--- src/rtl/dac_dbuf_latch.sv ---
module dac_dbuf_latch #(
  parameter int WIDTH       = 14,
  parameter int SYNC_STAGES = 2
) (
  input  logic             clk,
  input  logic             rst_n,
  input  logic             sel_n,
  input  logic             wr_n,
  input  logic             ld_n,
  input  logic [WIDTH-1:0] bus_in,
  output logic [WIDTH-1:0] code_out
);

  localparam int LAST = SYNC_STAGES - 1;

  logic [SYNC_STAGES-1:0] sel_q, wr_q, ld_q;
  logic [WIDTH-1:0]       bus_q [SYNC_STAGES];
  logic [WIDTH-1:0]       in_reg, dac_reg;
  logic                   wr_active, dac_open;

  always_ff @(posedge clk) begin
    if (!rst_n) begin
      sel_q <= '1;
      wr_q  <= '1;
      ld_q  <= '1;
    end else begin
      sel_q <= {sel_q[LAST-1:0], sel_n};
      wr_q  <= {wr_q[LAST-1:0],  wr_n};
      ld_q  <= {ld_q[LAST-1:0],  ld_n};
    end
  end

  always_ff @(posedge clk) begin
    if (!rst_n) begin
      for (int i = 0; i < SYNC_STAGES; i++) bus_q[i] <= '0;
    end else begin
      bus_q[0] <= bus_in;
      for (int i = 1; i < SYNC_STAGES; i++) bus_q[i] <= bus_q[i-1];
    end
  end

  assign wr_active = !sel_q[LAST] && !wr_q[LAST];
  assign dac_open  = !ld_q[LAST] && !wr_active;

  always_ff @(posedge clk) begin
    if (!rst_n) begin
      in_reg  <= '0;
      dac_reg <= '0;
    end else begin
      if (wr_active) in_reg  <= bus_q[LAST];
      if (dac_open)  dac_reg <= in_reg;
    end
  end

  assign code_out = dac_reg;

endmodule


--- config.mk ---
export PLATFORM = sky130hd
export DESIGN_NAME = dac_dbuf_latch
export DESIGN_NICKNAME = d
export VERILOG_FILES = /design/src/rtl/dac_dbuf_latch.sv
export SDC_FILE = /design/constraint.sdc
export NUM_CORES = 1
export LEC_CHECK = 0
export BUFFER_PORTS_ARGS = -buffer_cell sky130_fd_sc_hd__buf_2
export CORE_ASPECT_RATIO = 2
export CORE_MARGIN = 10
export CORE_UTILIZATION = 27
export DETAILED_ROUTE_END_ITERATION = 10
export PLACE_DENSITY = 0.43
export SLEW_MARGIN = 10
export SYNTH_ARGS = -nofsm -noshare
export SYNTH_HDL_FRONTEND = slang
export SYNTH_SLANG_ARGS = --single-unit
--- constraint.sdc ---
create_clock -name clk -period 2.67 [get_ports clk]
set_input_delay 0.534 -clock clk [delete_from_list [all_inputs] [get_ports clk]]
set_output_delay 0.534 -clock clk [all_outputs]
set_load 0.01 [all_outputs]
==> impl_metrics.tcl, run 1 <==
set metrics [dict create \
    largest_reg_flops 28 \
    clk_pin_slew_ns 0.05 \
    die_width_um 82.17 \
    fmax_mhz 617.7 \
    slew_viol_final 0 \
    grt_max_degree 38 \
    grt_pass1_wl_um 5713 \
    place_ws_ns 0.9916 \
    vias 1303 \
    path_class "reg -> reg" \
    finalCritPeriodShare 0.6063 \
    cts-root-buf "clkbuf_16" \
    viasPerCell 4.009 \
    irDropWorstVdd_mv 0.3010 \
    gp_congestion 0.6977 \
    hold_viol_final 0 \
    finalNetCount 247 \
    overflow 0 \
    holdCritPathClass "reg -> reg" \
    cts_buffers 9 \
    critPathMaxStageDelay_ns 0.71 \
    cts_buffer_depth 2 \
    ys_ff_latch 62 \
    leakagePower_nw 0.9965 \
    antennaDiodeCount 0 \
    synth_common_cells "dfxtp_1 (62), and2_1 (28), nand2_1 (28)" \
    drt-initial-drc-count 40 \
    path_delay_family "compound AO/OA/AOI/OAI gates" \
    power_density_nw_per_um2 805.7 \
    cts_tree "built" \
    initial_core_util 0.2766 \
    synth_top_cell_area_share 0.5947 \
    cp-start-kind "flop" \
    drt-pass1-iter-count 4 \
    core_area_um2 7545 \
    cap_violations 0 \
    ant_nets 0 \
    die_area_um2 11860 \
    crit_required_ns 2.91 \
    critPathMaxFanout 29 \
    finalCriticalPeriod_ns 1.619 \
    syn2layout_area_growth_pct 22.24 \
    post-cts-setup-buffer-count 0 \
    drive_above_1_share 0.2078 \
    ys_top_cells_by_area "dfxtp_1 (59%), and2_1 (8.4%), mux2i_1 (6.7%)" \
    yosysTopAreaCell "dfxtp_1" \
    slowest_stage "o21ba_1" \
    max_slew_margin 0.4442 \
    routed_wl_um 3481 \
    cts-resized-gates 0 \
    syn_area_um2 2087 \
    clk_latency_ns 0.32 \
    tns_ns 0 \
    path_buf_inv 1 \
    skew_ns 0.003609 \
    ys.flop_type "dfxtp_1" \
    portBuffers 32 \
    fin_ws_ns 1.051 \
    syn_inst 198 \
    crit_path_end_kind "flop" \
    drc 0 \
    yosysSeqAreaShare 0.5947 \
    hold_buffers 0 \
    async_flop_share 0 \
    grt_pass1_vias 1283 \
    synth.most_common_cell "dfxtp_1" \
    dieHeight_um 144.3 \
    dp_hpwl_um 2424 \
    wl_per_cell_um 10.71 \
    num-fill-cells 826 \
    finalSetupViolations 0 \
    max_slew.worst_pin.slew_ns 0.8337 \
    rsz0062_at_grt "no" \
    status "finished clean" \
    syn_nets 217 \
    grt_util_all_layers 0.06467 \
    synth_cell_types 15 \
    rows 45 \
    cp_cell_sequence "buf_4 -> o21ba_1 -> mux2i_1" \
    synth.yosys.warnings 0 \
    synth.avg_cell_area_um2 10.54 \
    synth_edf_count 0 \
    cts_max_level 3 \
    antenna_found_initial 0 \
    crit_arrival_ns 1.86 \
    ios 33 \
    cts_sinks 62 \
]
[placed cells by master, fill, tap and decap left out, drive strengths merged]
cell type and instances:
nand2b 6, o21ba 1, o21ai 14, nand2 28, or3b 14, clkinv 1
a21oi 14, mux2i 14, buf 35, dfxtp 62, and2 28, clkbuf 13
inv 1
[final timing paths]
check | startpoint | end | slack, ns | cells after the start
min | ld_q[0] | ld_q[1] | 0.40 | 1
max | sel_q[1] | code_out[5] | 1.05 | 3
max reg2reg | sel_q[1] | code_out[5] | 1.05 | 3
min reg2reg | ld_q[0] | ld_q[1] | 0.40 | 1
[report_power, final]
group	internal [W]	switching, W	leakage [nW]	total (W)
clock	0.000689	0.000348	0.138	0.00104
sequential	0.000952	0.00000418	0.507	0.000956
combinational	0.0000286	0.0000338	0.352	0.0000624
[metal layers]
layer | GRT usage | vias to the layer above | share of wire
met5 | 0 | - | 0
met4 | 0.05676 | 0 | 0.038
met3 | 0.02363 | 10 | 0.038
met2 | 0.1012 | 27 | 0.49
met1 | 0.06456 | 566 | 0.44
li1 | - | 700 | -
[cell type report]
type	instances	area (um2)	share of cell area
Clock buffer	13	270.3	0.1059
Sequential cell	62	1241	0.4865
Timing Repair Buffer	35	182.7	0.07160
Clock inverter	1	5.005	0.001962
Inverter	1	3.754	0.001471
Tap cell	94	117.6	0.04610
Multi-Input combinational cell	119	730.7	0.2864
[cell families after synthesis]
group | after synthesis | share of synthesized area
flops | 62 | 0.5947
simple gates | 76 | 0.2110
buf+inv | 17 | 0.05516
mux | 14 | 0.06714
compound gates | 29 | 0.07195
[metrics by stage]
stage                     utilization  std cells  power, W  hold WS, ns  instance area (um2)
after floorplan                     -        198  0.001024       0.3863                 2087
after global placement         0.3017        311  0.001037       0.3900                 2276
after detailed placement       0.3017        311  0.001039       0.3958                 2276
after CTS                      0.3381        325  0.002094       0.3848                 2551
after global routing           0.3381        325  0.002128       0.3958                 2551
final                          0.3381        325  0.002056       0.3988                 2551
(Power assumes the default switching activity.)
==> run 2: changes to the inputs <==
==> constraint.sdc (replaced) <==
create_clock -name clk -period 1.5 [get_ports clk]
set_input_delay 0.3 -clock clk [delete_from_list [all_inputs] [get_ports clk]]
set_output_delay 0.3 -clock clk [all_outputs]
set_load 0.01 [all_outputs]
==> run 2 against run 1 <==
  * Flip-flop and latch count is the same
  * Count of clock-buffer cells in the layout shrank 1
  * Clock skew shrank 0.00066 ns
  * Sequential share of layout area shrank 1.0 points
  * Global-route usage grew 0.32 points
  * Maximum frequency grew 46%
  * Die area is the same
  * Via count grew 0.54%
  * Critical path type unchanged
  * Critical endpoint is now in_reg[2]
==> impl_metrics.tcl, run 2 (same netlist as run 1, synthesis figures left out) <==
set metrics [dict create \
    status "finished clean" \
    grt_pass1_vias 1353 \
    drt-initial-drc-count 68 \
    drive_above_1_share 0.2213 \
    cts_buffer_depth 2 \
    finalSetupViolations 0 \
    cap_violations 0 \
    clk_latency_ns 0.32 \
    critPathMaxFanout 28 \
    dp_hpwl_um 2391 \
    overflow 0 \
    switching_share 0.1910 \
    die_width_um 82.17 \
    drc 0 \
    power_density_nw_per_um2 1478 \
    cts_tree "built" \
    mostFrequentLayoutCells "dfxtp_1 (62), buf_2 (32), nand2_1 (28), and2_1 (28)" \
    crit_path_end_kind "flop" \
    finalCritPeriodShare 0.7368 \
    syn2layout_area_growth_pct 24.82 \
    fin_area_um2 2605 \
    place_area_um2 2303 \
    fin_ws_ns 0.3948 \
    irDropWorstVdd_mv 0.5452 \
    cts_max_level 3 \
    antenna_found_initial 0 \
    hold_viol_final 0 \
    skew_ns 0.002947 \
    gp_congestion 0.6638 \
    viasPerCell 3.982 \
    cp-start-kind "flop" \
    path_class "reg -> reg" \
    grt_pass1_wl_um 5989 \
    finalCriticalPeriod_ns 1.105 \
    max_slew_margin 0.7168 \
    crit_arrival_ns 1.35 \
    core_area_um2 7545 \
    clk_pin_slew_ns 0.05 \
    cts_sinks 62 \
    routed_wl_um 3483 \
    seqCellArea_um2 1241 \
    switching_power_w 0.0007355 \
    crit_required_ns 1.75 \
    die_area_um2 11860 \
    largest_reg_flops 28 \
    ff2ff_setup_slack_ns 0.39 \
    place_ws_ns 0.3949 \
    hold_buffers 0 \
    fmax_mhz 904.8 \
    initial_core_util 0.2766 \
    cts-resized-gates 0 \
    vias 1310 \
    p_int_w 0.003115 \
    portBuffers 32 \
    multi_input_area_um2 730.7 \
    clock_power_share 0.528 \
    antennaDiodeCount 0 \
    final_common_cell "dfxtp_1" \
    cts-root-buf "clkbuf_16" \
    rows 45 \
    ios 33 \
    leakagePower_nw 1.026 \
    grt_max_degree 35 \
    num-fill-cells 850 \
    p_comb_frac 0.031 \
    rsz0062_at_grt "no" \
    tns_ns 0 \
    finalNetCount 249 \
    slew_viol_final 0 \
    drt-pass1-iter-count 3 \
    post-cts-setup-buffer-count 0 \
    grt_util_all_layers 0.06791 \
    max_slew.worst_pin.slew_ns 0.4243 \
    holdCritPathClass "in -> reg" \
    ant_nets 0 \
    wl_per_cell_um 10.59 \
    total_power_w 0.003851 \
    cts_buffers 9 \
    seqPwrFrac 0.442 \
    dieHeight_um 144.3 \
]
==> run 2: cell count changes in the layout (fill, tap and decap cells not counted) <==
cell and change:
clkinv_2 +2, buf_12 +1, buf_4 +1, bufinv_16 +1, clkbuf_8 -1
==> run 2: worst max-delay path: stages (launching register included) <==
cell,delay [ns]
dfxtp_1,0.31
buf_4,0.20
or3b_1,0.39
a21oi_1,0.13
==> run 2: path summary, 6_finish.rpt <==
check             depth (start not counted)        end      from
setup / recovery                          3  in_reg[2]   wr_q[1]
hold / removal                            2    ld_q[0]      ld_n
setup reg to reg                          3  in_reg[2]   wr_q[1]
hold reg to reg                           1   sel_q[1]  sel_q[0]
==> run 2: power groups by stage <==
stage | Sequential, W | Combinational [W] | Clock [W]
2_1_floorplan | 0.00173 | 0.0000910 | 0
3_3_place_gp | 0.00173 | 0.000121 | 0
3_5_place_dp | 0.00173 | 0.000122 | 0
4_1_cts | 0.00170 | 0.000122 | 0.00210
5_1_grt | 0.00170 | 0.000134 | 0.00215
6_report | 0.00170 | 0.000118 | 0.00203
==> run 2: metal layers <==
metal  routed length, um  track usage  part of all wire  vias up
met3                 198      0.02612             0.057        7
met2                1784       0.1095              0.51       26
li1                    -            -                 -      709
met5                   0            0                 0        -
met1                1387      0.06308              0.40      568
met4                 112      0.06216             0.032        0
==> run 2: stage by stage <==
stage / hold WS [ns] / std cells / util
floorplan: 0.3863 / 198 / -
global placement: 0.3906 / 313 / 0.3053
detailed placement: 0.3937 / 313 / 0.3053
CTS: 0.1487 / 329 / 0.3453
global route: 0.1524 / 329 / 0.3453
finish: 0.1607 / 329 / 0.3453
==> run 2: layout make-up <==
type	count	area share
sequential	62	0.4765
multi-input combinational	119	0.2805
inverter	1	0.001441
clock inverter	4	0.01729
clock buffer	12	0.09846
timing repair buffer	37	0.08069
tap	94	0.04515
==> run 3: changes to the inputs <==
==> constraint.sdc (replaced) <==
create_clock -name clk -period 1.06 [get_ports clk]
set_input_delay 0.212 -clock clk [delete_from_list [all_inputs] [get_ports clk]]
set_output_delay 0.212 -clock clk [all_outputs]
set_load 0.01 [all_outputs]
==> run 3 against run 2 <==
  * The flow now finishes with violations (negative setup slack)
  * Via count is 0.61% higher
  * Flip-flop and latch count stayed put
  * Count of clock-buffer cells in the layout fell by 1
  * Maximum frequency grew 4.0%
  * Sequential share of layout area shrank 1.4 points
  * Routed wire length up 4.1%
  * Combinational power rose by 68%
  * Setup slack got worse by 0.40 ns
  * Register-to-register slack worse by 0.40 ns
  * Clock skew down 0.0010 ns
  * Die area stayed put
==> impl_metrics.tcl, run 3 (same netlist as run 1, synthesis figures left out) <==
set metrics [dict create \
    critPathMaxFanout 14 \
    cts_buffer_depth 2 \
    dieHeight_um 144.3 \
    rows 45 \
    slew_viol_final 0 \
    crit_arrival_ns 1.31 \
    irDropWorstVdd_mv 0.9209 \
    holdCritPathClass "in -> reg" \
    hold_viol_final 0 \
    hold_buffers 0 \
    max_slew_margin 0.6652 \
    grt_pass1_vias 1394 \
    antennaDiodeCount 0 \
    ios 33 \
    tns_ns -0.003132 \
    gp_congestion 0.6339 \
    finalNetCount 250 \
    placed_cells 313 \
    grt_util_all_layers 0.07318 \
    syn2layout_area_growth_pct 29.14 \
    dp_hpwl_um 2437 \
    grt_max_degree 35 \
    core_area_um2 7545 \
    vias 1318 \
    final_util 0.3572 \
    timing.rr.start "wr_q[1]" \
    antenna_found_initial 0 \
    finalCritPeriodShare 1.003 \
    wl_per_cell_um 11.02 \
    power_density_nw_per_um2 2007 \
    max_slew.worst_pin.slew_ns 0.5017 \
    worstHoldStart "ld_n" \
    place_ws_ns -0.004335 \
    fin_cells 329 \
    cts_sinks 62 \
    cts-root-buf "clkbuf_16" \
    crit_required_ns 1.31 \
    final_common_cell "dfxtp_1" \
    ant_nets 0 \
    skew_ns 0.001937 \
    path_class "reg -> reg" \
    drt-initial-drc-count 50 \
    crit_path_end_kind "flop" \
    overflow 0 \
    clk_pin_slew_ns 0.05 \
    num-fill-cells 823 \
    cts_tree "built" \
    mostFrequentLayoutCells "dfxtp_1 (60), buf_2 (32), nand2_1 (28), and2_1 (28)" \
    rsz0062_at_grt "yes" \
    portBuffers 32 \
    fmax_mhz 940.6 \
    cts_buffers 9 \
    total_power_w 0.005410 \
    finalCriticalPeriod_ns 1.063 \
    post-cts-setup-buffer-count 0 \
    drc 0 \
    cts_max_level 3 \
    die_area_um2 11860 \
    leakagePower_nw 1.055 \
    violations "negative setup slack" \
    finalSetupViolations 1 \
    clk_latency_ns 0.32 \
    cap_violations 0 \
    largest_reg_flops 28 \
    routed_wl_um 3627 \
    die_width_um 82.17 \
    fin_ws_ns -0.003132 \
    cp-start-kind "flop" \
    drive_above_1_share 0.2511 \
    cp-startpoint "wr_q[1]" \
    status "finished with violations" \
    drt-pass1-iter-count 4 \
    initial_core_util 0.2766 \
    grt_pass1_wl_um 6354 \
    viasPerCell 4.006 \
]
## run 3: cell count changes in the layout (fill, tap and decap cells not counted), moves of 2 or more
cell,previous run,this run
buf_12,1,5
a21oi_1,14,11
a21oi_2,0,3
buf_4,4,0
dfxtp_1,62,60
## run 3: path summary, 6_finish.rpt
| path | endpoint | slack [ns] | cells after the start |
|---|---|---|---|
| min reg2reg | ld_q[1] | 0.40 | 1 |
| min | ld_q[0] | 0.07 | 2 |
| max | in_reg[5] | -0.003 | 3 |
| max reg2reg | in_reg[5] | -0.003 | 3 |
## run 3: worst max-delay path, stage by stage (launching register included)
cell	delay [ns]
dfxtp_4	0.36
buf_12	0.14
or3b_1	0.37
a21oi_1	0.13
## run 3: report_power, final
| group | switching, W | internal (W) |
|---|---|---|
| registers | 0.0000136 | 0.00240 |
| clock network | 0.000946 | 0.00186 |
| logic | 0.0000898 | 0.000108 |
| total | 0.00105 | 0.00436 |
## run 3: cell type report
type                       instances  area, um2  area share
clock buffer                      11      242.7     0.09007
tap                               94      117.6     0.04364
timing repair buffer              38      292.8      0.1086
clock inverter                     4      47.55     0.01764
inverter                           1      3.754    0.001393
sequential                        62       1246      0.4624
multi-input combinational        119      744.5      0.2762
## run 3: metal layers
| metal | wire, um | part of all wire | global-route usage |
|---|---|---|---|
| met1 | 1417 | 0.39 | 0.06540 |
| met2 | 1813 | 0.50 | 0.1162 |
| met3 | 255 | 0.070 | 0.03856 |
| met4 | 141 | 0.039 | 0.06216 |
| met5 | 0 | 0 | 0 |
## run 3: metrics by stage
stage	hold WS, ns	area [um2]
finish	0.06860	2695
global route	0.06623	2695
CTS	0.05556	2678
detailed placement	0.3962	2354
global placement	0.3914	2354
floorplan	0.3135	2087
## run 3: what timing repair did
action	CTS	global route
resized for setup	1	7
pin swaps	0	0
endpoints found under the setup margin	3	28
gates cloned	1	0
